### src/rtl/su_pkg.sv
package su_pkg;
  localparam int unsigned SU_MODE_W = 3;
  localparam logic [SU_MODE_W-1:0] SU_MODE_OFF  = 3'd0;
  localparam logic [SU_MODE_W-1:0] SU_MODE_IN   = 3'd2;
  localparam logic [SU_MODE_W-1:0] SU_MODE_OUT  = 3'd4;

  typedef enum logic [1:0] {
    SU_ACT_HALT    = 2'd0,
    SU_ACT_CAPTURE = 2'd1,
    SU_ACT_EMIT    = 2'd2,
    SU_ACT_UNSUP   = 2'd3
  } su_act_e;
endpackage

### src/rtl/su_mode_dec.sv
module su_mode_dec
  import su_pkg::*;
(
  input  logic [SU_MODE_W-1:0] mode_i,
  output su_act_e              act_o,
  output logic                 armable_o
);
  always_comb begin
    unique case (mode_i)
      SU_MODE_OFF: act_o = SU_ACT_HALT;
      SU_MODE_IN:  act_o = SU_ACT_CAPTURE;
      SU_MODE_OUT: act_o = SU_ACT_EMIT;
      default:     act_o = SU_ACT_UNSUP;
    endcase
  end

  assign armable_o = (mode_i != SU_MODE_OFF);
endmodule

### src/rtl/su_step_ctr.sv
module su_step_ctr #(
  parameter int unsigned CW    = 9,
  parameter int unsigned STEPS = 8
) (
  input  logic          clk_i,
  input  logic          rst_ni,
  input  logic          ce_i,
  input  logic          hold_i,   // host access this cycle; step dropped
  input  logic          arm_i,
  input  logic          emit_i,   // reload on expiry instead of stopping
  input  logic [CW-1:0] reload_i,
  output logic          expire_o
);
  localparam logic [CW-1:0] ARM_VAL = CW'(STEPS);
  localparam logic [CW-1:0] ONE     = CW'(1);

  logic [CW-1:0] cnt_q;

  assign expire_o = ce_i && !hold_i && (cnt_q == ONE);

  always_ff @(posedge clk_i or negedge rst_ni) begin
    if (!rst_ni) begin
      cnt_q <= '0;
    end else if (arm_i) begin
      cnt_q <= ARM_VAL;
    end else if (!hold_i && ce_i && cnt_q != '0) begin
      if (cnt_q == ONE) cnt_q <= emit_i ? reload_i : '0;
      else              cnt_q <= cnt_q - ONE;
    end
  end

  a_r3_arm_load: assert property (@(posedge clk_i) disable iff (!rst_ni)
    arm_i |=> cnt_q == ARM_VAL);

  a_r5_dec_one: assert property (@(posedge clk_i) disable iff (!rst_ni)
    (ce_i && !hold_i && !arm_i && cnt_q > ONE) |=> cnt_q == $past(cnt_q) - ONE);

  a_r10_hold_keeps: assert property (@(posedge clk_i) disable iff (!rst_ni)
    (hold_i && !arm_i) |=> $stable(cnt_q));
endmodule

### src/rtl/su_byte_path.sv
module su_byte_path
  import su_pkg::*;
#(
  parameter int unsigned DW = 8
) (
  input  logic          clk_i,
  input  logic          rst_ni,
  input  logic          wr_i,
  input  logic          rd_i,
  input  logic [DW-1:0] wdata_i,
  input  logic          expire_i,
  input  su_act_e       act_i,
  input  logic [DW-1:0] ser_byte_i,
  input  logic          flag_clr_i,
  output logic [DW-1:0] data_o,
  output logic [DW-1:0] ser_byte_o,
  output logic          ser_stb_o,
  output logic          flag_o,
  output logic          unsup_o
);
  logic [DW-1:0] data_q, out_q;
  logic          stb_q, flag_q, unsup_q;
  logic          do_cap, do_emit, do_unsup;

  assign do_cap   = expire_i && (act_i == SU_ACT_CAPTURE);
  assign do_emit  = expire_i && (act_i == SU_ACT_EMIT);
  assign do_unsup = expire_i && (act_i == SU_ACT_UNSUP);

  always_ff @(posedge clk_i or negedge rst_ni) begin
    if (!rst_ni) begin
      data_q  <= '0;
      out_q   <= '0;
      stb_q   <= 1'b0;
      flag_q  <= 1'b0;
      unsup_q <= 1'b0;
    end else begin
      if (wr_i)        data_q <= wdata_i;
      else if (do_cap) data_q <= ser_byte_i;

      if (do_emit) out_q <= data_q;
      stb_q <= do_emit;

      // set beats every clear source
      if (do_cap)                                   flag_q <= 1'b1;
      else if (wr_i || rd_i || flag_clr_i || expire_i) flag_q <= 1'b0;

      if (do_unsup) unsup_q <= 1'b1;
    end
  end

  assign data_o     = data_q;
  assign ser_byte_o = out_q;
  assign ser_stb_o  = stb_q;
  assign flag_o     = flag_q;
  assign unsup_o    = unsup_q;

  a_r7_stb_single: assert property (@(posedge clk_i) disable iff (!rst_ni)
    ser_stb_o |=> !ser_stb_o);

  a_r6_flag_cause: assert property (@(posedge clk_i) disable iff (!rst_ni)
    $rose(flag_o) |-> $past(expire_i && act_i == SU_ACT_CAPTURE));

  a_r9_unsup_sticky: assert property (@(posedge clk_i) disable iff (!rst_ni)
    unsup_o |=> unsup_o);

  a_r7_emit_keeps_data: assert property (@(posedge clk_i) disable iff (!rst_ni)
    (do_emit && !wr_i) |=> $stable(data_q));
endmodule

### src/rtl/shift_unit.sv
module shift_unit
  import su_pkg::*;
#(
  parameter int unsigned DW     = 8,
  parameter int unsigned STEPS  = 8,
  parameter int unsigned MODE_LO = 2
) (
  input  logic          clk_i,
  input  logic          rst_ni,
  input  logic          ce_i,
  input  logic          ctl_wr_i,
  input  logic          dat_wr_i,
  input  logic          dat_rd_i,
  input  logic [DW-1:0] wdata_i,
  output logic [DW-1:0] rdata_o,
  input  logic [DW-1:0] t2_lo_i,
  input  logic [DW-1:0] ser_byte_i,
  output logic [DW-1:0] ser_byte_o,
  output logic          ser_stb_o,
  input  logic          flag_clr_i,
  output logic          flag_o,
  output logic          unsup_o
);
  localparam int unsigned CW = DW + 1;  // room for latch + 2
  localparam logic [CW-1:0] RELOAD_ADD = CW'(2);

  logic [SU_MODE_W-1:0] mode_q;
  su_act_e              act;
  logic                 armable, access, expire;
  logic [CW-1:0]        reload;

  always_ff @(posedge clk_i or negedge rst_ni) begin
    if (!rst_ni)       mode_q <= SU_MODE_OFF;
    else if (ctl_wr_i) mode_q <= wdata_i[MODE_LO +: SU_MODE_W];
  end

  assign access = dat_wr_i || dat_rd_i;
  assign reload = CW'(t2_lo_i) + RELOAD_ADD;

  su_mode_dec u_dec (
    .mode_i    (mode_q),
    .act_o     (act),
    .armable_o (armable)
  );

  su_step_ctr #(.CW(CW), .STEPS(STEPS)) u_ctr (
    .clk_i    (clk_i),
    .rst_ni   (rst_ni),
    .ce_i     (ce_i),
    .hold_i   (access),
    .arm_i    (access && armable),
    .emit_i   (act == SU_ACT_EMIT),
    .reload_i (reload),
    .expire_o (expire)
  );

  su_byte_path #(.DW(DW)) u_path (
    .clk_i      (clk_i),
    .rst_ni     (rst_ni),
    .wr_i       (dat_wr_i),
    .rd_i       (dat_rd_i),
    .wdata_i    (wdata_i),
    .expire_i   (expire),
    .act_i      (act),
    .ser_byte_i (ser_byte_i),
    .flag_clr_i (flag_clr_i),
    .data_o     (rdata_o),
    .ser_byte_o (ser_byte_o),
    .ser_stb_o  (ser_stb_o),
    .flag_o     (flag_o),
    .unsup_o    (unsup_o)
  );

  a_r3_wr_load: assert property (@(posedge clk_i) disable iff (!rst_ni)
    dat_wr_i |=> rdata_o == $past(wdata_i));

  a_r4_access_clr: assert property (@(posedge clk_i) disable iff (!rst_ni)
    access |=> !flag_o);

  a_r10_no_expire_on_access: assert property (@(posedge clk_i) disable iff (!rst_ni)
    access |=> !ser_stb_o);
endmodule

### config.mk
export PLATFORM = sky130hd
export DESIGN_NAME = shift_unit
export DESIGN_NICKNAME = d
export VERILOG_FILES = /design/src/rtl/su_pkg.sv /design/src/rtl/su_mode_dec.sv /design/src/rtl/su_step_ctr.sv /design/src/rtl/su_byte_path.sv /design/src/rtl/shift_unit.sv
export SDC_FILE = /design/constraint.sdc
export NUM_CORES = 1
export LEC_CHECK = 0
export BUFFER_PORTS_ARGS = -buffer_cell sky130_fd_sc_hd__buf_2
export CAP_MARGIN = 10
export CORE_MARGIN = 3
export CORE_UTILIZATION = 41
export CTS_CLUSTER_DIAMETER = 120
export DETAILED_ROUTE_END_ITERATION = 10
export GPL_TIMING_DRIVEN = 0
export PLACE_DENSITY_LB_ADDON = 0.25
export SYNTH_ARGS = -nofsm -noshare
export SYNTH_HDL_FRONTEND = slang
export SYNTH_SLANG_ARGS = --single-unit
### constraint.sdc
create_clock -name clk_i -period 2.1 [get_ports clk_i]
set_input_delay 0.315 -clock clk_i [delete_from_list [all_inputs] [get_ports clk_i]]
set_output_delay 0.315 -clock clk_i [all_outputs]
set_load 0.02 [all_outputs]
After elaboration in Yosys (flattened, before gate mapping)
Index checks and enable logic that the tools add are counted.
Operators by class
  $add $sub $neg: 2
  $mul: 0
  divide/modulo/power cells: 0
  magnitude comparators: 0
  eq/ne operators: 6
  shift-type cells: 0
  muxes and demuxes: 9
  bitwise logic cells: 0
  reductions and logical operators: 17
Operators with widths (number)
  2-to-1 mux 9 bit: 4
  2-to-1 mux 8 bit: 2
  adder 8 x 2 -> 9 bit (second input constant): 1
  equality test 9 x 1 -> 1 bit (second input constant): 1
  nonzero test 9 bit: 1
  subtractor 9 x 1 -> 9 bit (second input constant): 1
  logical AND 1 bit: 7
  case mux 2 bit (3 select lines): 1
  nonzero test 2 bit: 3
  equality test 2 bit (second input constant): 2
  equality test 3 x 2 -> 1 bit (second input constant): 1
  equality test 3 bit (second input constant): 1
  zero test 3 bit: 1
  logical OR 1 bit: 3
  nonzero test 3 bit: 1
  equality test 2 x 1 -> 1 bit (second input constant): 1
  2-to-1 mux 1 bit: 2
  zero test 1 bit: 1
Storage, ports and cells
  register bits: 31
  latch bits: 0
  RAM bits: 0
  bits in read-only memories: 0
  bits of input ports: 31
  output and inout port bits: 19
  logic and storage cells: 41
  memories: 0

Depth between registers and ports, before layout
  word-level depth: 7
  mapped depth: 7
  gate-level depth less buffers: 6

Cells and area by module
From an unflattened synthesis, not the netlist that was laid out.
Unflattened totals
  cell total of the unflattened synthesis: 165
  area total of the unflattened synthesis: 1906.8 um^2
By module, submodules not included
  su_byte_path: instances 1, cells an instance 53, area each 859.6 um^2, seq. area each 475.5 um^2
  su_step_ctr: instances 1, cells an instance 86, area each 785.8 um^2, seq. area each 225.2 um^2
  shift_unit: instances 1, cells an instance 23, area each 242.7 um^2, seq. area each 75.1 um^2
  su_mode_dec: instances 1, cells an instance 3, area each 18.8 um^2, seq. area each 0.0 um^2

Worst setup path before layout
Ideal clock, no wire load.
  path kind: register to register
  from: register u_ctr.cnt_q[1]
  to: register u_path.out_q[0] (netlist: u_path.ser_byte_o[0])
  setup time: 125 ps
  arrival time: 1833 ps
  required time: 1975 ps
  path slack: 143 ps
  cell stages (with the launch flop): 7
  path buffers: 0
  clock period less this slack: 1957 ps
  path through: dfrtp_1 > inv_1 > ha_1 > nor4b_2 > nand2_2 > nor3_4 > mux2_2
On the way
  cells in the longest elaborated chain, start to end: 3
RTL lines
  start: declaration: line su_step_ctr.sv:17  | logic [CW-1:0] cnt_q;
  start signal: assignment: line su_step_ctr.sv:27  | if (cnt_q == ONE) cnt_q <= emit_i ? reload_i : '0;
  start signal: assignment: line su_step_ctr.sv:28  | else cnt_q <= cnt_q - ONE;
  equality test 9 x 1 -> 1 bit: line su_step_ctr.sv:19  | assign expire_o = ce_i && !hold_i && (cnt_q == ONE);
  logical AND 1 bit: line su_step_ctr.sv:19
  logical AND 1 bit: line su_byte_path.sv:26  | assign do_emit = expire_i && (act_i == SU_ACT_EMIT);
  end signal: assignment: line su_byte_path.sv:40  | if (do_emit) out_q <= data_q;
  end: declaration: line su_byte_path.sv:21  | logic [DW-1:0] data_q, out_q;
Every way passes these cells.
A chain may end at the register's enable or synchronous reset.

Final worst setup path
  from: register u_ctr.cnt_q[1]
  to: register u_path.out_q[4] (netlist: u_path.ser_byte_o[4])
Same word-level chain as after synthesis.

==> flow_summary.toml <==
[global_routing]
grt_pass1_wl_mm = 7.05
grt_usage = 0.175
grt_max_degree = 32
antenna_found_initial = 0
first_global_vias = 1524
grt_overflow = 0

[timing]
period_share = 0.934
finClkSkew_ps = 3.25
max_freq_ghz = 0.510
rsz0062_at_grt = "false"
tns_ps = 0
hold_viol_final = 0
whs_ps = 73.4
worst_slew_pin_slew_ps = 711
maxSlewViolCount = 0
setup_violations = 0
slew_headroom = 0.522
period_needed_ps = 1960

[routing]
route.detailed.drc = 0
ant_nets = 0
routedWlPerCell_um = 14.6
routed_via_density = 5.43
routed_wl_mm = 4.18
num_vias = 1552
drtIter0Drc = 62
drtPass1Iterations = 4

[yosys]
ys_types = 47
ys_seq_area_frac = 0.439
synth-seq-cells = 31
syn_avg_cell_area_um2 = 10.3
yosysTopAreaCell = "dfrtp_1"
synth_edf_count = 0
async_flop_share = 1.00
synth_fp_nets = 207
synthTopCellsByCount = "dfrtp_1, nand2_1, o21ai_0"
postSynthCellCount = 172
post-synth-top-count-cell = "dfrtp_1"
syn_area_mm2 = 0.00177
yosys_most_used_dff = "dfrtp_1"
ys_top_cells_by_area = "dfrtp_1, mux2_2, mux2i_1"
yosys_warnings = 0
synth_top_area_share = 0.439

[final_layout]
layout-drive-gt1-share = 0.360
area_growth_syn_to_layout_pct = 26.6
postLayoutCoreUtil = 0.547
finish.net_count = 270
antennaDiodeCount = 0

[floorplan]
rows = 23
die_area_mm2 = 0.00513
ios = 50
start_util = 0.432
core-area_mm2 = 0.00409
fp.dieH_um = 71.6
die_w_um = 71.6

[place]
hpwl_mm = 3.08
gp_congestion = 0.816
io_buffer_count = 49

[critical_path]
crit_fanout = 5
r2r-start = "u_ctr.cnt_q[1]"
end_kind = "register"
crit_arrival_ps = 2120
startpoint_type = "register"
cp.required_ps = 2260
crit_type = "reg2reg"
cp-startpoint = "u_ctr.cnt_q[1]"

[clock_network]
clock_latency_ps = 270
clkSlewWorstSetupHoldPaths_ps = 60
clk_path_buf_depth = 2
cts_root_buf = "clkbuf_8"
cts_tree = "done"
htree_levels = 2
cts.sinks = 31
cts_buffers = 5

[power]
peakVddDrop_mv = 0.453
powerDensity_mw_per_mm2 = 660
p_leak_uw = 0.00113

[worst_hold_path]
hp-class = "in2async"

[outcome]
status = "finished clean"

[job]
maxCapViolCount = 0
[cell type report]
class	instances	area [µm²]
Fill cell	393	1850
Clock buffer	7	76.3
Timing Repair Buffer	56	298
Inverter	6	22.5
Sequential cell	31	776
Multi-Input combinational cell	130	968
Clock inverter	1	5.00
Tap cell	50	62.6
Buffer	5	28.8
[metrics by stage]
stage	instance area (µm²)	cells	total power (µW)	setup WS [ps]
after detailed placement	2070	271	1010	-299
after floorplan	1770	172	893	143
after global routing	2240	286	1570	20.5
final	2240	286	1480	138
after global placement	2070	271	1010	-270
after CTS	2200	284	1480	55.7
[per-layer routing]
| layer | track usage | share of wire | vias to the layer above |
|---|---|---|---|
| met5 | 0 | 0 | - |
| met4 | 0.0710 | 0.018 | 0 |
| met3 | 0.0477 | 0.063 | 8 |
| met2 | 0.272 | 0.47 | 42 |
| met1 | 0.230 | 0.45 | 735 |
| li1 | - | - | 767 |
[sequential cells by signal (all words and copies together), names as in the netlist]
signal	count
mode_q	3
u_path.ser_byte_o	8
u_path.data_o	8
u_path.flag_o	1
u_path.unsup_o	1
u_path.ser_stb_o	1
u_ctr.cnt_q	9
[worst paths after layout]
kind	to	depth (start not counted)	slack (ps)
worst max register to register	u_path.ser_byte_o[4]	7	140
min in group clk_i	u_path.data_o[5]	3	250
max in group asynchronous	u_path.data_o[1]	1	1590
worst min register to register	u_path.unsup_o	2	480
worst max-delay path	u_path.ser_byte_o[4]	7	140
worst min-delay path	u_path.ser_byte_o[6]	1	70
[placed cells by master (no fill, tap or decap), types with 2 or more instances in the layout]
| cell | count |
|---|---|
| nor3_1 | 3 |
| clkbuf_8 | 5 |
| nor4b_1 | 2 |
| a211oi_1 | 3 |
| or3_1 | 2 |
| buf_4 | 7 |
| nand4_1 | 2 |
| xor2_1 | 2 |
| nand2b_1 | 2 |
| o31ai_1 | 2 |
| buf_2 | 51 |
| clkbuf_1 | 4 |
| nor3b_1 | 3 |
| dfrtp_1 | 31 |
| ha_1 | 3 |
| inv_1 | 6 |
| o21ai_0 | 12 |
| nand3_1 | 5 |
| nor2b_1 | 2 |
| a22o_1 | 5 |
| xnor2_1 | 2 |
| a31oi_1 | 3 |
| mux2_2 | 11 |
| nor2_1 | 10 |
| a21oi_1 | 2 |
| nand2_1 | 20 |
| mux2i_1 | 10 |
[cells by family (layout without fill, tap and decap cells)]
kind of cell    count (synthesis)  count (layout)  synth area share
mux                            21              21             0.127
compound gates                 42              42             0.172
buf+inv                        11              75            0.0255
fa+ha+maj                       4               4            0.0283
xor+xnor                        4               4            0.0198
simple gates                   59              59             0.188
flops                          31              31             0.439
[worst max-delay path, stage by stage, from the launching register on]
cell     delay, ps
dfrtp_1        400
inv_1          110
ha_2           230
nor4b_4        300
nand2_4        120
nor3_4         190
buf_4          170
mux2_2         340
[repair_timing]
item / in CTS / in global routing
pin swaps: 2 / 1
gates resized for setup: 1 / 6
setup buffers: 5 / 2
hold buffers: 0 / 0
setup endpoints to repair: 8 / 16
[power by group]
part	switching (µW)	internal, µW
clock network	204	232
registers	46.1	635
logic	205	155
Note: power is estimated with default switching activity, not from simulation.
